File: src/rtl/wbsm_pkg.sv
package wbsm_pkg;
  typedef enum logic [2:0] {
    ST_IDLE,
    ST_XFER,
    ST_HOLD,
    ST_DROP,
    ST_DONE
  } wbsm_state_e;

  localparam int OPC_READ  = 0;
  localparam int OPC_WRITE = 1;
  localparam int OPC_HOLD  = 2;
  localparam int OPC_DROP  = 3;
endpackage

File: src/rtl/wbsm_imem.sv
module wbsm_imem #(
  parameter int WORD_W = 40,
  parameter int DEPTH  = 16,
  localparam int IDX_W = $clog2(DEPTH)
) (
  input  logic              clk,
  input  logic              wr_en,
  input  logic [IDX_W-1:0]  wr_idx,
  input  logic [WORD_W-1:0] wr_word,
  input  logic [IDX_W-1:0]  rd_idx,
  output logic [WORD_W-1:0] rd_word
);
  logic [WORD_W-1:0] store [DEPTH];

  always_ff @(posedge clk) begin
    if (wr_en) store[wr_idx] <= wr_word;
  end

  assign rd_word = store[rd_idx];
endmodule

File: src/rtl/wbsm_seq.sv
module wbsm_seq
  import wbsm_pkg::*;
#(
  parameter int OP_W   = 4,
  parameter int ADDR_W = 12,
  parameter int DATA_W = 24,
  parameter int DEPTH  = 16,
  localparam int IDX_W  = $clog2(DEPTH),
  localparam int PC_W   = IDX_W + 1,
  localparam int WORD_W = OP_W + ADDR_W + DATA_W
) (
  input  logic              clk,
  input  logic              rst_n,
  input  logic              start,
  input  logic [PC_W-1:0]   prog_len,
  output logic [IDX_W-1:0]  fetch_idx,
  input  logic [WORD_W-1:0] fetch_word,
  input  logic              ack,
  output logic              cyc,
  output logic              stb,
  output logic              we,
  output logic [ADDR_W-1:0] adr,
  output logic [DATA_W-1:0] dat,
  output logic              busy,
  output logic              done,
  output logic              launch,
  output logic              rd_done
);
  wbsm_state_e state_q, state_d;
  logic [PC_W-1:0]   pc_q;
  logic [PC_W-1:0]   next_pc;
  logic              advance;
  logic              issue;
  logic              past_end;
  logic [OP_W-1:0]   f_op;
  logic [ADDR_W-1:0] f_adr;
  logic [DATA_W-1:0] f_dat;

  assign f_op  = fetch_word[WORD_W-1 -: OP_W];
  assign f_adr = fetch_word[DATA_W +: ADDR_W];
  assign f_dat = fetch_word[DATA_W-1:0];

  assign launch  = start && (state_q == ST_IDLE || state_q == ST_DONE);
  assign advance = (state_q == ST_XFER && ack) || state_q == ST_HOLD || state_q == ST_DROP;
  assign issue   = launch || advance;
  assign next_pc = launch ? '0 : pc_q + 1'b1;
  assign fetch_idx = next_pc[IDX_W-1:0];
  assign past_end  = (next_pc >= prog_len) || (next_pc >= PC_W'(DEPTH));

  always_comb begin
    state_d = state_q;
    if (issue) begin
      if (past_end) state_d = ST_DONE;
      else begin
        case (int'(f_op))
          OPC_READ, OPC_WRITE: state_d = ST_XFER;
          OPC_HOLD:            state_d = ST_HOLD;
          OPC_DROP:            state_d = ST_DROP;
          default:             state_d = ST_DONE;
        endcase
      end
    end
  end

  always_ff @(posedge clk or negedge rst_n) begin
    if (!rst_n) begin
      state_q <= ST_IDLE;
      pc_q    <= '0;
      we      <= 1'b0;
      adr     <= '0;
      dat     <= '0;
    end else begin
      state_q <= state_d;
      if (issue) pc_q <= next_pc;
      if (issue && state_d == ST_XFER) begin
        we  <= (int'(f_op) == OPC_WRITE);
        adr <= f_adr;
        dat <= f_dat;
      end
    end
  end

  assign cyc     = (state_q == ST_XFER) || (state_q == ST_HOLD);
  assign stb     = (state_q == ST_XFER);
  assign busy    = (state_q == ST_XFER) || (state_q == ST_HOLD) || (state_q == ST_DROP);
  assign done    = (state_q == ST_DONE);
  assign rd_done = (state_q == ST_XFER) && ack && !we;
endmodule

File: src/rtl/wbsm_cmp.sv
module wbsm_cmp #(
  parameter int DATA_W = 24,
  parameter int CNT_W  = 8
) (
  input  logic              clk,
  input  logic              rst_n,
  input  logic              clr,
  input  logic              rd_done,
  input  logic [DATA_W-1:0] rd_data,
  input  logic [DATA_W-1:0] expected,
  output logic              error,
  output logic [CNT_W-1:0]  count
);
  logic miss;
  assign miss = rd_done && (rd_data != expected);

  always_ff @(posedge clk or negedge rst_n) begin
    if (!rst_n) begin
      error <= 1'b0;
      count <= '0;
    end else if (clr) begin
      error <= 1'b0;
      count <= '0;
    end else if (miss) begin
      error <= 1'b1;
      if (count != {CNT_W{1'b1}}) count <= count + 1'b1;
    end
  end
endmodule

File: src/rtl/wb_script_master.sv
module wb_script_master #(
  parameter int OP_W   = 4,
  parameter int ADDR_W = 12,
  parameter int DATA_W = 24,
  parameter int DEPTH  = 16,
  parameter int CNT_W  = 8
) (
  input  logic                          clk,
  input  logic                          rst_n,
  input  logic                          prog_valid,
  output logic                          prog_ready,
  input  logic [$clog2(DEPTH)-1:0]      prog_addr,
  input  logic [OP_W+ADDR_W+DATA_W-1:0] prog_word,
  input  logic [$clog2(DEPTH):0]        prog_len,
  input  logic                          start,
  output logic                          done,
  output logic                          error,
  output logic [CNT_W-1:0]              mism_cnt,
  output logic                          wb_cyc_o,
  output logic                          wb_stb_o,
  output logic                          wb_we_o,
  output logic [ADDR_W-1:0]             wb_adr_o,
  output logic [DATA_W-1:0]             wb_dat_o,
  input  logic [DATA_W-1:0]             wb_dat_i,
  input  logic                          wb_ack_i
);
  localparam int IDX_W  = $clog2(DEPTH);
  localparam int WORD_W = OP_W + ADDR_W + DATA_W;

  logic [IDX_W-1:0]  fetch_idx;
  logic [WORD_W-1:0] fetch_word;
  logic              busy;
  logic              launch;
  logic              rd_done;

  assign prog_ready = !busy;

  wbsm_imem #(.WORD_W(WORD_W), .DEPTH(DEPTH)) u_imem (
    .clk     (clk),
    .wr_en   (prog_valid && prog_ready),
    .wr_idx  (prog_addr),
    .wr_word (prog_word),
    .rd_idx  (fetch_idx),
    .rd_word (fetch_word)
  );

  wbsm_seq #(.OP_W(OP_W), .ADDR_W(ADDR_W), .DATA_W(DATA_W), .DEPTH(DEPTH)) u_seq (
    .clk        (clk),
    .rst_n      (rst_n),
    .start      (start),
    .prog_len   (prog_len),
    .fetch_idx  (fetch_idx),
    .fetch_word (fetch_word),
    .ack        (wb_ack_i),
    .cyc        (wb_cyc_o),
    .stb        (wb_stb_o),
    .we         (wb_we_o),
    .adr        (wb_adr_o),
    .dat        (wb_dat_o),
    .busy       (busy),
    .done       (done),
    .launch     (launch),
    .rd_done    (rd_done)
  );

  wbsm_cmp #(.DATA_W(DATA_W), .CNT_W(CNT_W)) u_cmp (
    .clk      (clk),
    .rst_n    (rst_n),
    .clr      (launch),
    .rd_done  (rd_done),
    .rd_data  (wb_dat_i),
    .expected (wb_dat_o),
    .error    (error),
    .count    (mism_cnt)
  );
endmodule

File: config.mk
export PLATFORM = sky130hd
export DESIGN_NAME = wb_script_master
export DESIGN_NICKNAME = d
export VERILOG_FILES = /design/src/rtl/wbsm_pkg.sv /design/src/rtl/wbsm_imem.sv /design/src/rtl/wbsm_seq.sv /design/src/rtl/wbsm_cmp.sv /design/src/rtl/wb_script_master.sv
export SDC_FILE = /design/constraint.sdc
export NUM_CORES = 1
export LEC_CHECK = 0
export BUFFER_PORTS_ARGS = -buffer_cell sky130_fd_sc_hd__clkbuf_2
export CAP_MARGIN = 20
export CORE_UTILIZATION = 45
export DETAILED_ROUTE_END_ITERATION = 10
export PLACE_DENSITY = 0.66
export REMOVE_ABC_BUFFERS = 1
export SLEW_MARGIN = 20
export SYNTH_ARGS = -nofsm -noshare
export SYNTH_HDL_FRONTEND = slang
export SYNTH_HIERARCHICAL = 1
export SYNTH_SLANG_ARGS = --single-unit
export TNS_END_PERCENT = 20
File: constraint.sdc
create_clock -name clk -period 4.4 [get_ports clk]
set_clock_uncertainty 0.2 [all_clocks]
set_input_delay 0.66 -clock clk [delete_from_list [all_inputs] [get_ports clk]]
set_output_delay 0.66 -clock clk [all_outputs]
set_load 0.005 [all_outputs]
==> impl_metrics.yaml, run 1 <==
critical_path:
  cp.arrival_ns: 4.24
  required_ns: 4.70
  crit_fanout: 22
  ff2ff_setup_slack_ns: 0.46
  critPathKind: "flip-flop to flip-flop"
  rr_worst_depth: 12
  r2r-start: "u_seq/state_q[1]$_DFF_PN0_"
  endpoint_kind: "flip-flop"
  reg2reg_to: "u_seq/dat[15]$_DFFE_PN0P_"
  startpoint_type: "flip-flop"
  crit_path_end: "u_seq/dat[15]$_DFFE_PN0P_"
  startpoint: "u_seq/state_q[1]$_DFF_PN0_"
yosys:
  synth_simple_gate_area_share_pct: 2.44
  synth_mux_area_share_pct: 16.4
  synthArstFlopShare_pct: 7.78
  synth_cells: 1241
  yosysSeqAreaShare_pct: 75.3
  synth_top_family_by_area: "multiplexers"
  synth-edff-count: 640
  synth_xor_xnor_area_share_pct: 0.866
  synth_compound_area_share_pct: 2.85
  ys_seq_elements: 694
  avgSynthCellArea_sq_um: 22.0
  synth_area_sq_um: 27300
  synthFlopType: "edfxtp_1"
  synthAdderAreaFrac_pct: 0.275
  yosysWarnings: 6
  synth_cell_types: 51
route:
  drc: 0
  vias: 13203
  wl_per_cell_microns: 26.8
  ant_nets: 0
  vias_per_cell: 5.87
  dr.pass1.iters: 5
  drt_iter0_drc: 1172
  routed_wirelength_mm: 60.2
timing:
  grt_setup_unrepaired: "no"
  fmax_ghz: 0.254
  relSlewSlack_pct: 37.2
  tightest_slew_ns: 0.942
  period_needed_ns: 3.94
  setup_viol: 0
  whs_ns: 0.234
  finalHoldViolations: 0
  finalSetupTns_ns: 0
  final.period_utilization_pct: 89.5
  finalMaxSlewViolations: 0
clock_network:
  cts_htree_levels: 3
  cts_buffers: 70
  postCtsSetupBuffers: 0
  cts_max_path_buffers: 3
  cts-root-buf: "clkbuf_16"
  clock-sinks: 694
  insertion_delay_ns: 0.62
  clk_pin_slew_worst_paths_ns: 0.06
  cts_tree: "built"
finish:
  syn_to_final_growth_pct: 14.8
  drive_above_1_share_pct: 30.2
  final.fill_count: 4592
  mostFrequentLayoutCell: "edfxtp_1"
  final_cell_mix: "640 x edfxtp_1, 126 x clkbuf_2, 100 x mux4_2, 80 x a22oi_1, 70 x clkbuf_16"
  finalNetCount: 1502
  diodes: 0
global_routing:
  grt_antenna_before_repair: 4
  grt_pass1_vias: 13412
  overflow: 0
  grt_use_total_pct: 19.9
  grt_pass1_wl_mm: 87.8
  grt_max_degree: 61
placement:
  gp_congestion: 0.754
  io_buffer_count: 127
  hpwl_mm: 31.9
worst_hold_path:
  holdCritPathClass: "input port to flip-flop"
  hold_depth: 1
power:
  p_per_area_nw_per_um2: 582
  p_leak_nw: 10.6
  ir_worst_vdd_mv: 0.561
floorplanning:
  rows: 89
  io_pins: 128
  fp.dieW_microns: 248
  initial_core_util_pct: 45.9
  die_h_microns: 248
  core-area_sq_um: 59500
  die-area_sq_um: 61700
run:
  maxCapViolCount: 0
run_status:
  status: "finished, final reports clean"
==> cell type report <==
type	instances	area, sq um	share of cell area, %
timing repair buffer	167	1020	3.24
clock inverter	41	498	1.59
clock buffer	88	1880	6.00
multi-input combinational	475	6370	20.3
sequential	694	20600	65.6
tap	773	967	3.09
inverter	10	40.0	0.128
==> worst min-delay path by stage <==
stage	slack, ns	from	end
floorplan	0.16	rst_n	u_cmp/count[0]$_DFFE_PN0P_
global placement	0.28	u_cmp/error$_DFFE_PN0P_	u_cmp/error$_DFFE_PN0P_
detailed placement	0.30	u_seq/adr[3]$_DFFE_PN0P_	u_seq/adr[3]$_DFFE_PN0P_
CTS	0.20	prog_word[8]	u_imem/store[12][8]$_DFFE_PP_
global route	0.23	prog_word[8]	u_imem/store[7][8]$_DFFE_PP_
finish	0.23	prog_word[15]	u_imem/store[7][15]$_DFFE_PP_
==> worst max-delay path, cell delays in order (launching register included) <==
cell      delay, ns
dfrtp_1        0.44
nor2_2         0.08
nand2_2        0.15
inv_4          0.14
nor2_4         0.36
mux4_1         0.61
a22oi_1        0.18
nand2_1        0.10
or3_1          0.42
a311oi_4       0.33
nand4_4        0.12
buf_4          0.32
mux2_4         0.36
==> layer usage <==
| metal | global-route usage [%] | wire (microns) | vias up |
|---|---|---|---|
| li1 | - | - | 5583 |
| met1 | 28.3 | 26600 | 7083 |
| met2 | 31.6 | 28900 | 432 |
| met3 | 4.08 | 3490 | 97 |
| met5 | 0 | 50 | - |
| met4 | 5.20 | 1200 | 8 |
==> registers in the layout, indices dropped and copies added, names as in the netlist <==
register / flops
u_imem/store: 640
u_seq/dat: 24
u_seq/adr: 12
u_cmp/count: 8
u_seq/pc_q: 5
u_seq/state_q: 3
u_cmp/error: 1
u_seq/we: 1
==> stage by stage <==
stage | power [mW] | util (%) | cells | cell area (sq um) | setup WS [ns]
global placement | 12.3 | 48.7 | 2117 | 28900 | 0.312
finish | 18.3 | 52.7 | 2248 | 31300 | 0.462
floorplan | 10.7 | - | 1179 | 26800 | -10.23
detailed placement | 12.4 | 48.7 | 2117 | 28900 | 0.219
CTS | 18.4 | 52.7 | 2247 | 31300 | 0.448
global route | 19.0 | 52.7 | 2248 | 31300 | 0.262
==> kinds of logic after synthesis <==
group / Yosys count
AO/OA/AOI/OAI: 105
XOR/XNOR: 27
adder cells (fa/ha/maj): 6
buffers and inverters: 72
flip-flops: 694
multiplexers: 207
AND/OR/NAND/NOR: 130
==> repair_timing <==
action                                 in CTS  in global routing
hold buffers                                1                  0
gates resized for setup                     0                  0
endpoints found under the hold margin       2                  0
==> cell usage after synthesis, types with 6 or more instances <==
cell | number | area share, %
nor2_1 | 28 | 0.38
mux4_2 | 100 | 8.2
nand4_1 | 10 | 0.23
buf_12 | 11 | 0.81
buf_2 | 12 | 0.22
mux4_1 | 60 | 5.8
dfrtp_1 | 54 | 4.9
ha_1 | 6 | 0.27
a21oi_1 | 12 | 0.22
xnor2_1 | 27 | 0.87
mux2_4 | 30 | 1.6
a22oi_1 | 80 | 2.2
inv_1 | 9 | 0.12
clkbuf_1 | 29 | 0.40
mux2_1 | 7 | 0.29
edfxtp_1 | 640 | 70
nand2_1 | 51 | 0.70
nor2b_1 | 11 | 0.25
mux2_2 | 9 | 0.37
==> report_power, final <==
group	total [mW]	leakage [nW]	internal [mW]	switching (mW)
clock	6.02	1.16	3.50	2.52
combinational	4.43	2.99	2.22	2.22
sequential	7.80	6.46	7.52	0.275
total	18.3	10.6	13.2	5.01
Note: power is estimated with default switching activity, not from simulation.
==> run 2: changes to the inputs <==
--- a/config.mk
+++ b/config.mk
@@ -10,6 +10,7 @@
 export CORE_UTILIZATION = 45
 export DETAILED_ROUTE_END_ITERATION = 10
 export PLACE_DENSITY = 0.66
+export RECOVER_POWER = 100
 export REMOVE_ABC_BUFFERS = 1
 export SLEW_MARGIN = 20
 export SYNTH_ARGS = -nofsm -noshare
==> run 2 against run 1 <==
Compared with the run above:
- the flow now finishes with violations (capacitance limit, slew limit)
- combinational power shrank 3%
- largest cell class unchanged
- cell count is the same
- critical endpoint is now u_seq/adr[10]$_DFFE_PN0P_
- worst setup slack lost 0.089 ns
- critical path type unchanged
==> impl_metrics.yaml, run 2 (same netlist as run 1, synthesis figures left out) <==
finish:
  final_core_util_pct: 52.1
  reg_top3: "u_imem/store x640, u_seq/dat x24, u_seq/adr x12"
  ff_latch_area_sq_um: 20600
  multi_input_area_sq_um: 6220
  design_area_sq_um: 31000
  syn_to_final_growth_pct: 13.5
  largest_reg_flops: 640
  finalNetCount: 1502
  final_cell_mix: "640 x edfxtp_1, 100 x mux4_2, 92 x clkbuf_1, 80 x a22oi_1, 70 x clkbuf_16"
  largest-register: "u_imem/store"
  final.fill_count: 4664
  diodes: 0
  mostFrequentLayoutCell: "edfxtp_1"
  drive_above_1_share_pct: 23.0
critical_path:
  startpoint_type: "flip-flop"
  endpoint_kind: "flip-flop"
  required_ns: 4.70
  crit_fanout: 22
  cp.arrival_ns: 4.33
  critPathKind: "flip-flop to flip-flop"
floorplanning:
  die_h_microns: 248
  core-area_sq_um: 59500
  rows: 89
  die-area_sq_um: 61700
  io_pins: 128
  initial_core_util_pct: 45.9
  fp.dieW_microns: 248
power:
  p_sw_share_pct: 27.5
  ir_worst_vdd_mv: 0.560
  clockPowerShare_pct: 33.2
  p_leak_nw: 10.3
  power.internal_mw: 13.1
  power_frac_comb_pct: 23.7
  p_per_area_nw_per_um2: 584
  switchingPower_mw: 4.98
  seqPwrFrac_pct: 43.1
global_routing:
  use_met1_pct: 28.3
  grt_pass1_wl_mm: 87.8
  grt_antenna_before_repair: 5
  use_met2_pct: 31.6
  use_met3_pct: 4.08
  grt_max_degree: 61
  overflow: 0
  grt_pass1_vias: 13412
  top_usage_layer: "met2"
  grt_use_total_pct: 19.9
clock_network:
  postCtsSetupBuffers: 0
  cts-resized-gates: 0
  cts-root-buf: "clkbuf_16"
  clk_pin_slew_worst_paths_ns: 0.06
  insertion_delay_ns: 0.62
  cts_max_path_buffers: 3
  cts_buffers: 70
  clock-sinks: 694
  cts_hold_buf: 1
  cts_tree: "built"
  cts_htree_levels: 3
route:
  vias: 13163
  drc: 0
  ant_nets: 0
  wl_per_cell_microns: 26.8
  dr.pass1.iters: 5
  drt_iter0_drc: 1143
  vias_per_cell: 5.86
  routed_wirelength_mm: 60.2
placement:
  io_buffer_count: 127
  dpl_worst_slack_ns: 0.219
  gp_congestion: 0.754
  hpwl_mm: 31.9
  placed_cell_area_sq_um: 28900
timing:
  worst_slack_ns: 0.373
  finalHoldViolations: 0
  grt_setup_unrepaired: "no"
  finalMaxSlewViolations: 569
  period_needed_ns: 4.03
  relSlewSlack_pct: -60.3
  fmax_ghz: 0.248
  setup_viol: 0
  tightest_slew_ns: 2.40
  final.period_utilization_pct: 91.5
  finalSetupTns_ns: 0
run_status:
  violations: "capacitance limit, slew limit"
  status: "complete, but fails checks"
worst_hold_path:
  holdCritPathClass: "flip-flop to flip-flop"
run:
  maxCapViolCount: 18
==> run 2: cell count changes in the layout (fill, tap and decap cells not counted), sizes merged <==
cell    change
clkbuf     +22
buf        -22
==> run 2: stage by stage <==
| stage | instances | power (mW) | hold slack, ns |
|---|---|---|---|
| after floorplan | 1179 | 10.7 | 0.164 |
| after global placement | 2117 | 12.3 | 0.284 |
| after detailed placement | 2117 | 12.4 | 0.299 |
| after CTS | 2247 | 18.4 | 0.201 |
| after global routing | 2248 | 18.9 | 0.328 |
| final | 2248 | 18.1 | 0.303 |
==> run 2: per-layer routing <==
metal / part of all wire (%) / vias to the layer above
met3: 6.2 / 100
met2: 48 / 487
met5: 0.095 / -
met4: 2.1 / 8
li1: - / 5572
met1: 44 / 6996
==> run 2: area by class of cell <==
type                            instances  area share, %
Tap cell                              773           3.12
Sequential cell                       694           66.3
Clock inverter                         41           1.61
Timing Repair Buffer                  167           2.66
Inverter                               10          0.129
Clock buffer                           88           6.06
Multi-Input combinational cell        475           20.1
==> run 2: power by group through the flow <==
stage | Combinational [mW] | Sequential, mW | Clock (mW)
finish | 4.29 | 7.80 | 6.02
global route | 4.64 | 7.83 | 6.39
CTS | 4.47 | 7.81 | 6.15
detailed placement | 4.47 | 7.94 | 0
global placement | 4.42 | 7.93 | 0
floorplan | 2.82 | 7.84 | 0
==> run 2: critical path, stage by stage, from the launching register on <==
cell,delay (ns)
dfrtp_1,0.44
nor2_2,0.08
nand2_1,0.21
inv_4,0.16
nor2_4,0.37
mux4_1,0.61
a22oi_1,0.18
nand2_1,0.09
or3_1,0.42
a311oi_4,0.33
nand4_4,0.12
buf_4,0.31
mux2_1,0.37
==> run 2: path summary, 6_finish.rpt <==
kind	endpoint	slack [ns]	cells past startpoint	from
setup / recovery	u_seq/adr[10]$_DFFE_PN0P_	0.37	12	u_seq/state_q[1]$_DFF_PN0_
min in group asynchronous	u_seq/dat[11]$_DFFE_PN0P_	0.90	2	rst_n
hold / removal	u_seq/adr[9]$_DFFE_PN0P_	0.30	1	u_seq/adr[9]$_DFFE_PN0P_
hold reg to reg	u_seq/adr[9]$_DFFE_PN0P_	0.30	1	u_seq/adr[9]$_DFFE_PN0P_
setup reg to reg	u_seq/adr[10]$_DFFE_PN0P_	0.37	12	u_seq/state_q[1]$_DFF_PN0_
max in group asynchronous	u_seq/dat[20]$_DFFE_PN0P_	2.00	2	rst_n
